--- config.mk ---
export PLATFORM = sky130hd
export DESIGN_NAME = rtc_nvram_top
export DESIGN_NICKNAME = d
export VERILOG_FILES = /design/src/rtl/rtc_pkg.sv /design/src/rtl/rtc_time_counter.sv /design/src/rtl/rtc_byte_store.sv /design/src/rtl/rtc_nvram_top.sv
export SDC_FILE = /design/constraint.sdc
export NUM_CORES = 1
export LEC_CHECK = 0
export CAP_MARGIN = 20
export CORE_MARGIN = 3
export CORE_UTILIZATION = 45
export CTS_BUF_LIST = sky130_fd_sc_hd__clkbuf_4
export CTS_CLUSTER_DIAMETER = 50
export DETAILED_ROUTE_END_ITERATION = 10
export PLACE_DENSITY_LB_ADDON = 0.12
export RECOVER_POWER = 100
export SLEW_MARGIN = 10
export SYNTH_ARGS = -nofsm -noshare
export SYNTH_HDL_FRONTEND = slang
export SYNTH_SLANG_ARGS = --single-unit
export TNS_END_PERCENT = 20
--- constraint.sdc ---
create_clock -name clk -period 6.2 [get_ports clk]
set_clock_uncertainty 0.1 [all_clocks]
set_input_delay 1.55 -clock clk [delete_from_list [all_inputs] [get_ports clk]]
set_output_delay 1.55 -clock clk [all_outputs]
set_load 0.01 [all_outputs]
--- src/rtl/rtc_pkg.sv ---
package rtc_pkg;

    typedef struct packed {
        logic [7:0] year;
        logic [7:0] month;
        logic [7:0] mday;
        logic [7:0] wday;
        logic [7:0] hour;
        logic [7:0] minute;
        logic [7:0] sec;
    } rtc_time_t;

    typedef enum logic [1:0] {
        ST_RUN,
        ST_FREEZE,
        ST_HALT,
        ST_LOAD
    } upd_state_e;

    localparam rtc_time_t RTC_RESET_TIME = '{
        year: 8'h00, month: 8'h01, mday: 8'h01, wday: 8'h01,
        hour: 8'h00, minute: 8'h00, sec: 8'h00
    };

    function automatic logic [7:0] bcd_inc(input logic [7:0] v);
        if (v[3:0] == 4'd9) return {v[7:4] + 4'd1, 4'd0};
        else                return {v[7:4], v[3:0] + 4'd1};
    endfunction

    function automatic logic [7:0] month_last_day(input logic [7:0] mon,
                                                  input logic [7:0] yr);
        logic [6:0] ybin;
        ybin = 7'(yr[7:4]) * 7'd10 + 7'(yr[3:0]);
        case (mon)
            8'h02:                      return (ybin[1:0] == 2'b00) ? 8'h29 : 8'h28;
            8'h04, 8'h06, 8'h09, 8'h11: return 8'h30;
            default:                    return 8'h31;
        endcase
    endfunction

    function automatic rtc_time_t time_next(input rtc_time_t t);
        rtc_time_t n;
        n = t;
        if (t.sec != 8'h59) begin
            n.sec = bcd_inc(t.sec);
        end else begin
            n.sec = 8'h00;
            if (t.minute != 8'h59) begin
                n.minute = bcd_inc(t.minute);
            end else begin
                n.minute = 8'h00;
                if (t.hour != 8'h23) begin
                    n.hour = bcd_inc(t.hour);
                end else begin
                    n.hour = 8'h00;
                    n.wday = (t.wday == 8'h07) ? 8'h01 : bcd_inc(t.wday);
                    if (t.mday != month_last_day(t.month, t.year)) begin
                        n.mday = bcd_inc(t.mday);
                    end else begin
                        n.mday = 8'h01;
                        if (t.month != 8'h12) begin
                            n.month = bcd_inc(t.month);
                        end else begin
                            n.month = 8'h01;
                            n.year  = (t.year == 8'h99) ? 8'h00 : bcd_inc(t.year);
                        end
                    end
                end
            end
        end
        return n;
    endfunction

endpackage

--- src/rtl/rtc_time_counter.sv ---
module rtc_time_counter
    import rtc_pkg::*;
(
    input  logic      clk,
    input  logic      rst_n,
    input  logic      tick,
    input  logic      load,
    input  rtc_time_t load_time,
    output rtc_time_t cur_time,
    output rtc_time_t nxt_time
);

    rtc_time_t cnt_q;

    assign nxt_time = time_next(cnt_q);
    assign cur_time = cnt_q;

    always_ff @(posedge clk) begin
        if (!rst_n) begin
            cnt_q <= RTC_RESET_TIME;
        end else if (load) begin
            cnt_q <= load_time;
        end else if (tick) begin
            cnt_q <= nxt_time;
        end
    end

endmodule

--- src/rtl/rtc_byte_store.sv ---
module rtc_byte_store
    import rtc_pkg::*;
#(
    parameter int ADDR_W    = 13,
    parameter int RAM_DEPTH = 16
) (
    input  logic              clk,
    input  logic              rst_n,
    input  logic              wr_en,
    input  logic              rd_en,
    input  logic [ADDR_W-1:0] addr,
    input  logic [7:0]        wdata,
    input  logic              upd_en,
    input  rtc_time_t         upd_time,
    output rtc_time_t         vis_time,
    output logic [7:0]        ctrl,
    output logic [7:0]        rdata,
    output logic              rd_vld
);

    localparam int RAM_AW = (RAM_DEPTH > 1) ? $clog2(RAM_DEPTH) : 1;
    localparam logic [ADDR_W-1:0] CLK_BASE = ADDR_W'((1 << ADDR_W) - 8);
    localparam logic [ADDR_W-1:0] RAM_TOP  = ADDR_W'(RAM_DEPTH);

    logic [55:0] vis_q;
    logic [7:0]  ctrl_q;
    logic [7:0]  ram_q [RAM_DEPTH];
    logic        clk_hit;
    logic        ram_hit;
    logic [2:0]  slot;
    logic [2:0]  tslot;
    logic [7:0]  rd_sel;

    assign clk_hit  = (addr >= CLK_BASE);
    assign ram_hit  = (addr < RAM_TOP);
    assign slot     = addr[2:0];
    assign tslot    = slot - 3'd1;
    assign vis_time = rtc_time_t'(vis_q);
    assign ctrl     = ctrl_q;

    always_comb begin
        rd_sel = 8'h00;
        if (clk_hit) begin
            rd_sel = (slot == 3'd0) ? ctrl_q : vis_q[{tslot, 3'b000} +: 8];
        end else if (ram_hit) begin
            rd_sel = ram_q[addr[RAM_AW-1:0]];
        end
    end

    always_ff @(posedge clk) begin
        if (!rst_n) begin
            vis_q  <= RTC_RESET_TIME;
            ctrl_q <= 8'h00;
            rdata  <= 8'h00;
            rd_vld <= 1'b0;
        end else begin
            if (upd_en) begin
                vis_q <= upd_time;
            end else if (wr_en && clk_hit && slot != 3'd0) begin
                vis_q[{tslot, 3'b000} +: 8] <= wdata;
            end
            if (wr_en && clk_hit && slot == 3'd0) begin
                ctrl_q <= wdata;
            end
            rd_vld <= rd_en;
            rdata  <= rd_en ? rd_sel : 8'h00;
        end
    end

    always_ff @(posedge clk) begin
        if (wr_en && ram_hit) begin
            ram_q[addr[RAM_AW-1:0]] <= wdata;
        end
    end

endmodule

--- src/rtl/rtc_nvram_top.sv ---
module rtc_nvram_top
    import rtc_pkg::*;
#(
    parameter int ADDR_W    = 13,
    parameter int RAM_DEPTH = 16
) (
    input  logic              clk,
    input  logic              rst_n,
    input  logic              ce_n,
    input  logic              oe_n,
    input  logic              we_n,
    input  logic [ADDR_W-1:0] addr,
    input  logic [7:0]        din,
    output logic [7:0]        dout,
    output logic              dout_vld,
    input  logic              tick_1hz,
    input  logic              pwr_fail
);

    localparam int WR_BIT = 7;
    localparam int RD_BIT = 6;

    upd_state_e state_q;
    upd_state_e state_nx;
    logic       rd_en;
    logic       wr_en;
    logic       upd_en;
    logic       load_en;
    logic [7:0] ctrl_w;
    rtc_time_t  vis_time;
    rtc_time_t  cur_time;
    rtc_time_t  nxt_time;

    assign rd_en = !ce_n && we_n && !oe_n;
    assign wr_en = !ce_n && !we_n && !pwr_fail;

    always_ff @(posedge clk) begin
        if (!rst_n) state_q <= ST_RUN;
        else        state_q <= state_nx;
    end

    always_comb begin
        state_nx = state_q;
        unique case (state_q)
            ST_RUN: begin
                if (ctrl_w[WR_BIT])      state_nx = ST_HALT;
                else if (ctrl_w[RD_BIT]) state_nx = ST_FREEZE;
            end
            ST_FREEZE: begin
                if (ctrl_w[WR_BIT])       state_nx = ST_HALT;
                else if (!ctrl_w[RD_BIT]) state_nx = ST_RUN;
            end
            ST_HALT: begin
                if (!ctrl_w[WR_BIT]) state_nx = ST_LOAD;
            end
            ST_LOAD: begin
                if (ctrl_w[WR_BIT])      state_nx = ST_HALT;
                else if (ctrl_w[RD_BIT]) state_nx = ST_FREEZE;
                else                     state_nx = ST_RUN;
            end
            default: state_nx = ST_RUN;
        endcase
    end

    always_comb begin
        upd_en  = (state_q == ST_RUN) && tick_1hz;
        load_en = (state_q == ST_LOAD);
    end

    rtc_time_counter u_cnt (
        .clk       (clk),
        .rst_n     (rst_n),
        .tick      (tick_1hz),
        .load      (load_en),
        .load_time (vis_time),
        .cur_time  (cur_time),
        .nxt_time  (nxt_time)
    );

    rtc_byte_store #(
        .ADDR_W    (ADDR_W),
        .RAM_DEPTH (RAM_DEPTH)
    ) u_store (
        .clk      (clk),
        .rst_n    (rst_n),
        .wr_en    (wr_en),
        .rd_en    (rd_en),
        .addr     (addr),
        .wdata    (din),
        .upd_en   (upd_en),
        .upd_time (nxt_time),
        .vis_time (vis_time),
        .ctrl     (ctrl_w),
        .rdata    (dout),
        .rd_vld   (dout_vld)
    );

endmodule

* Word level (Yosys, flattened, before mapping)
Memory sizes are Yosys's and may differ from the RTL's. Cells that the tools add are included.
Storage, ports and cells: logic and storage cells 125, input bits 28, memory bits (writable) 128, output and inout bits 9, register bits after elaboration 131, memories kept 1
Operators by class: order comparisons 2, shifts and indexed selects 3, reduce and logical (&&, ||, !) cells 22, mux-type cells 42, $add $sub $neg 17, $mul 1, eq/ne operators 25
Memory list:
- u_store.ram_q | words 16, bits a word 8, rd ports 1, clocked after memory_dff 0, write ports 1, line rtc_byte_store.sv:27 | logic [7:0] ram_q [RAM_DEPTH];
Operators with widths (number):
- 2-to-1 mux 56 bit | 4
- 2-to-1 mux 8 bit | 21
- adder 4 x 1 -> 4 bit, second input constant | 14
- bitwise mux 56 bit | 1
- variable shift 8 x 8 -> 56 bit, first input constant | 1
- variable part select 56 x 7 -> 8 bit | 1
- variable part select 8 x 8 -> 56 bit | 1
- 2-to-1 mux 48 bit | 1
- 2-to-1 mux 40 bit | 1
- 2-to-1 mux 32 bit | 1
- equality test 4 bit, second input constant | 7
- equality test 8 x 3 -> 1 bit, second input constant | 3
- 2-to-1 mux 16 bit | 1
- != test 8 x 7 -> 1 bit, second input constant | 2
- case mux 8 bit (2 select lines) | 1
- greater-or-equal comparator 13 bit, second input constant | 1
- less-than comparator 13 x 5 -> 1 bit, second input constant | 1
- 2-to-1 mux 2 bit | 6
- logical AND 1 bit | 9
- equality test 8 x 2 -> 1 bit, second input constant | 1
- equality test 8 x 4 -> 1 bit, second input constant | 1
- equality test 8 x 5 -> 1 bit, second input constant | 1
- equality test 8 bit, second input constant | 1
- != test 8 x 5 -> 1 bit, second input constant | 1
- other kinds (21) | 30

* Depth between registers and ports, before layout
depth in word-level cells 15, gate-level depth with buffers 16, depth with buffers taken out 11

* Hierarchy
A second synthesis with hierarchy kept.
Unflattened totals: cells, all modules 1322, area, all modules 13405.4 µm²
By module, submodules not included:
- rtc_byte_store | times used 1, area each 8772.2 µm², cells each 672, sequential area each 5305.1 µm²
- rtc_time_counter | times used 1, area each 4519.3 µm², cells each 638, sequential area each 1121.1 µm²
- rtc_nvram_top | times used 1, area each 113.9 µm², cells each 12, sequential area each 40.0 µm²

* Worst setup path before layout
Ideal clock, no wire load.
kind in2reg, start input port addr[0], end register u_store.vis_q[39] (netlist: u_store.vis_time[39]), slack 0.953 ns, required time 5.963 ns, library setup time 0.137 ns, arrival time 5.010 ns, stages on the path 16, path buffers 5, cells stage by stage clkbuf_1 buf_1 clkbuf_1 inv_1 ha_1 xor2_1 inv_1 clkbuf_1 ha_1 nor2b_1 and3_1 and4_1 clkbuf_1 mux2_2 nor2_1 a211oi_1
On the way: longest elaborated chain between the ends 6, elaborated cells between the ends (all ways) 12, classes of those cells add/sub (2); order compare (1); shift (2); mux (3); reduce/logical (4)
RTL lines:
- start, declared | line rtc_nvram_top.sv:12 | input logic [ADDR_W-1:0] addr,
- subtractor 3 x 1 -> 3 bit | line rtc_byte_store.sv:37 | assign tslot = slot - 3'd1;
- negation 6 -> 8 bit | line rtc_byte_store.sv:60 | vis_q[{tslot, 3'b000} +: 8] <= wdata;
- variable part select 8 x 8 -> 56 bit or variable shift 8 x 8 -> 56 bit (tied branches) | line rtc_byte_store.sv:60
- bitwise mux 56 bit | line rtc_byte_store.sv:60
- 2-to-1 mux 56 bit | line rtc_byte_store.sv:59 | end else if (wr_en && clk_hit && slot != 3'd0) begin
- 2-to-1 mux 56 bit | line rtc_byte_store.sv:57 | if (upd_en) begin
- end signal, assigned | line rtc_byte_store.sv:58 | vis_q <= upd_time;
- end signal, assigned by index | line rtc_byte_store.sv:60
- end, declared | line rtc_byte_store.sv:25 | logic [55:0] vis_q;
Parallel ways exist; a longest one is shown, timed or not. The select of a mux whose other input is x is not followed. A chain may end at the register's enable or synchronous reset.

* Worst setup path in the final report
start input port addr[1], end register u_store.vis_q[55] (netlist: u_store.vis_time[55])
The elaborated chain is that of the path after synthesis.

==> flow_summary.toml <==
[hold_path]
hold_path_startpoint = "u_store.vis_time[15]"
min_to = "u_cnt.cur_time[15]"
hold_class = "flip-flop to flip-flop"
whs_path_depth = 2

[outcome]
outcome = "finished with violations"
violations = "capacitance limit, slew limit"

[clock_tree]
clock-sinks = 259
h-tree-depth = 3
postCtsHoldBufs = 0
clock_latency_ps = 680
clk_pin_slew_worst_paths_ps = 60
ctsResizeCount = 0
cts_tree = "yes"
root_buffer = "clkbuf_4"
cts_buffers = 73
cts_setup_buffers = 0
clk_path_buf_depth = 3

[synthesis]
ys_ff_latch = 259
synth_edf_count = 128
async_flop_share_pct = 0
synth_cell_types = 77
syn-mean-instance-area_sq_um = 10.5
syn-num-nets = 1338
postSynthCellCount = 1277
yosysWarnings = 0
synth_ff_type = "dfxtp_1"
syn_area_sq_um = 13400
yosysSeqAreaShare_pct = 48.4

[worst_setup_path]
critPathRequiredTime_ps = 6640
endpoint_kind = "flip-flop"
crit_fanout = 14
r2r-start = "u_cnt.cur_time[42]"
criticalPathCategory = "primary input to flip-flop"
cp-start-kind = "primary input"
ff2ff_setup_slack_ps = 2220
r2r_end = "u_store.vis_time[34]"
critPathArrivalTime_ps = 5460
r2r_cells = 7

[grt]
antenna_found_initial = 1
grt_overflow_total = 0
grt_pass1_vias = 10400
grt_util_all_layers_pct = 25.6
grt_max_degree = 61
grt_pass1_wl_mm = 62.2

[sta]
final_max_slew_viol_count = 101
fmax_mhz = 199
fin_tns_setup_ps = 0
timing.final.crit_share_pct = 80.9
tightest_slew_ps = 1910
rsz0062_at_grt = "no"
period_needed_ps = 5020
hold_viol_final = 0
setup_viol = 0
slew_headroom_pct = -27.7
fin_ws_ps = 1180

[detailed_routing]
drtAntennaViolNets = 0
routed_wl_mm = 40.0
drc = 0
dr_total_vias = 10900
drtIter0Drc = 1157
drt_pass1_iterations = 5
vias_per_cell = 6.22
wl_per_cell_microns = 22.7

[cells_and_area]
seqCellArea_sq_um = 6470
fillCellCount = 2654
instances_no_fill = 1759
area.growth.synth_to_final_pct = 11.4
drive_gt1_share_pct = 15.8
multi_input_area_sq_um = 6360
nets = 1389

[pwr]
vdd_drop_max_uv = 78.7
p_per_area_nw_per_um2 = 240
leakage_uw = 0.00504

[floorplanning]
initial_core_util_pct = 46.1
ios = 37
fp.coreArea_sq_um = 28900
die_area_sq_um = 31800
die_h_microns = 178
die_x_microns = 178
rows = 62

[placement]
gp_congestion = 0.853
pre_cts_ws_ps = 1020
dp_hpwl_mm = 26.1
placed_cells = 1637
numPortBuffers = 36

[run]
cap_viol_max_count = 3
==> per-layer routing <==
layer	wire length [microns]	global-route usage, %	vias to the layer above
li1	-	-	5064
met2	18000	38.3	418
met1	18000	37.5	5396
met5	0	0	-
met3	3100	5.28	63
met4	860	7.89	0
==> sequential cells by signal (all words and copies together) (netlist names), named ones only <==
| register | count |
|---|---|
| u_store.ram_q | 128 |
| u_cnt.cur_time | 56 |
| u_store.vis_time | 56 |
| u_store.ctrl | 8 |
| u_store.rdata | 8 |
| state_q | 1 |
| u_store.rd_vld | 1 |
==> cells in the mapped netlist (all sizes together), types with 7 or more instances <==
| cell type | count | area share [%] |
|---|---|---|
| a311oi | 10 | 0.70 |
| a22oi | 15 | 0.84 |
| edfxtp | 128 | 29 |
| a221oi | 31 | 2.1 |
| a211oi | 37 | 2.1 |
| mux2i | 24 | 1.8 |
| mux4 | 48 | 8.1 |
| nand4 | 15 | 0.70 |
| ha | 33 | 3.1 |
| o21ai | 50 | 1.9 |
| buf | 21 | 0.75 |
| or2 | 7 | 0.33 |
| o31ai | 11 | 0.62 |
| a21oi | 54 | 2.0 |
| and3 | 7 | 0.33 |
| xnor2 | 10 | 0.66 |
| nand3b | 7 | 0.39 |
| nand3 | 29 | 1.1 |
| a31oi | 14 | 0.66 |
| inv | 31 | 0.87 |
| clkbuf | 80 | 2.3 |
| xor2 | 7 | 0.46 |
| or4 | 7 | 0.45 |
| o211ai | 13 | 0.73 |
| mux2 | 18 | 1.5 |
| dfxtp | 131 | 20 |
| nor2 | 141 | 4.0 |
| nor2b | 9 | 0.42 |
| nand2 | 110 | 3.1 |
| nor4 | 20 | 0.94 |
| nor3 | 55 | 2.1 |
==> metrics by stage <==
step	hold slack [ps]	total power (uW)	utilization, %	cell area [sq um]
finish	373	3570	51.4	14900
global route	393	3740	51.4	14900
CTS	370	3620	51.7	15000
detailed placement	375	2140	48.8	14100
global placement	376	2140	48.8	14100
floorplan	338	2030	-	13400
==> kinds of logic (layout without fill, tap and decap cells) <==
group                    after synthesis  in the layout  synth area share (%)
flip-flops                           259            259                  48.4
multiplexers                          90             90                  11.4
other                                  0              1                     0
AND/OR/NAND/NOR                      451            451                  16.4
buffers and inverters                132            229                  3.91
XOR/XNOR                              17             17                  1.12
AO/OA/AOI/OAI                        295            295                  15.6
adder cells (fa/ha/maj)               33             33                  3.09
==> critical path: stages <==
cell,delay (ps)
dlygate4sd3_1,550
inv_1,140
ha_1,180
xor2_1,140
clkbuf_1,340
inv_1,270
a311oi_1,810
nand4b_1,810
nor2_1,290
a211oi_1,70
nor4b_1,290
==> where the power goes <==
group	switching [uW]	internal, uW
clock	716	751
sequential	20.1	1810
combinational	171	104
==> placed cells by master (no fill, tap or decap), drive strengths merged, types with 9 or more instances in the layout <==
master         synthesis  routed
clkdlybuf4s50          0      14
buf                   21      25
ha                    33      33
nand2                110     110
dlygate4sd3            0      20
nor3                  55      55
inv                   31      33
a22oi                 15      15
clkinv                 0      15
a221oi                31      31
nor4                  20      20
nand3                 29      29
dfxtp                131     131
nor2b                  9       9
nor2                 141     141
xnor2                 10      10
a21oi                 54      54
mux2i                 24      24
o31ai                 11      11
nand4                 15      15
mux4                  48      48
clkbuf                80     119
o21ai                 50      50
o211ai                13      13
a311oi                10      10
a31oi                 14      14
edfxtp               128     128
mux2                  18      18
a211oi                37      37
==> how the worst max path moves through the flow <==
stage / from / endpoint
after floorplan: addr[0] / u_store.vis_time[39]
after global placement: addr[1] / u_store.vis_time[54]
after detailed placement: addr[1] / u_store.vis_time[55]
after CTS: addr[1] / u_store.vis_time[55]
after global routing: addr[1] / u_store.vis_time[55]
final: addr[1] / u_store.vis_time[55]
==> final cells by class <==
class	count	share of cell area [%]
diodes	1	0.0168
clock buffers	101	5.10
clock inverters	20	0.614
inverters	31	0.782
multi-input cells	886	42.8
flip-flops and latches	259	43.5
well taps	384	3.23
repair buffers	77	3.99
Power figures use the tool's default switching activity.
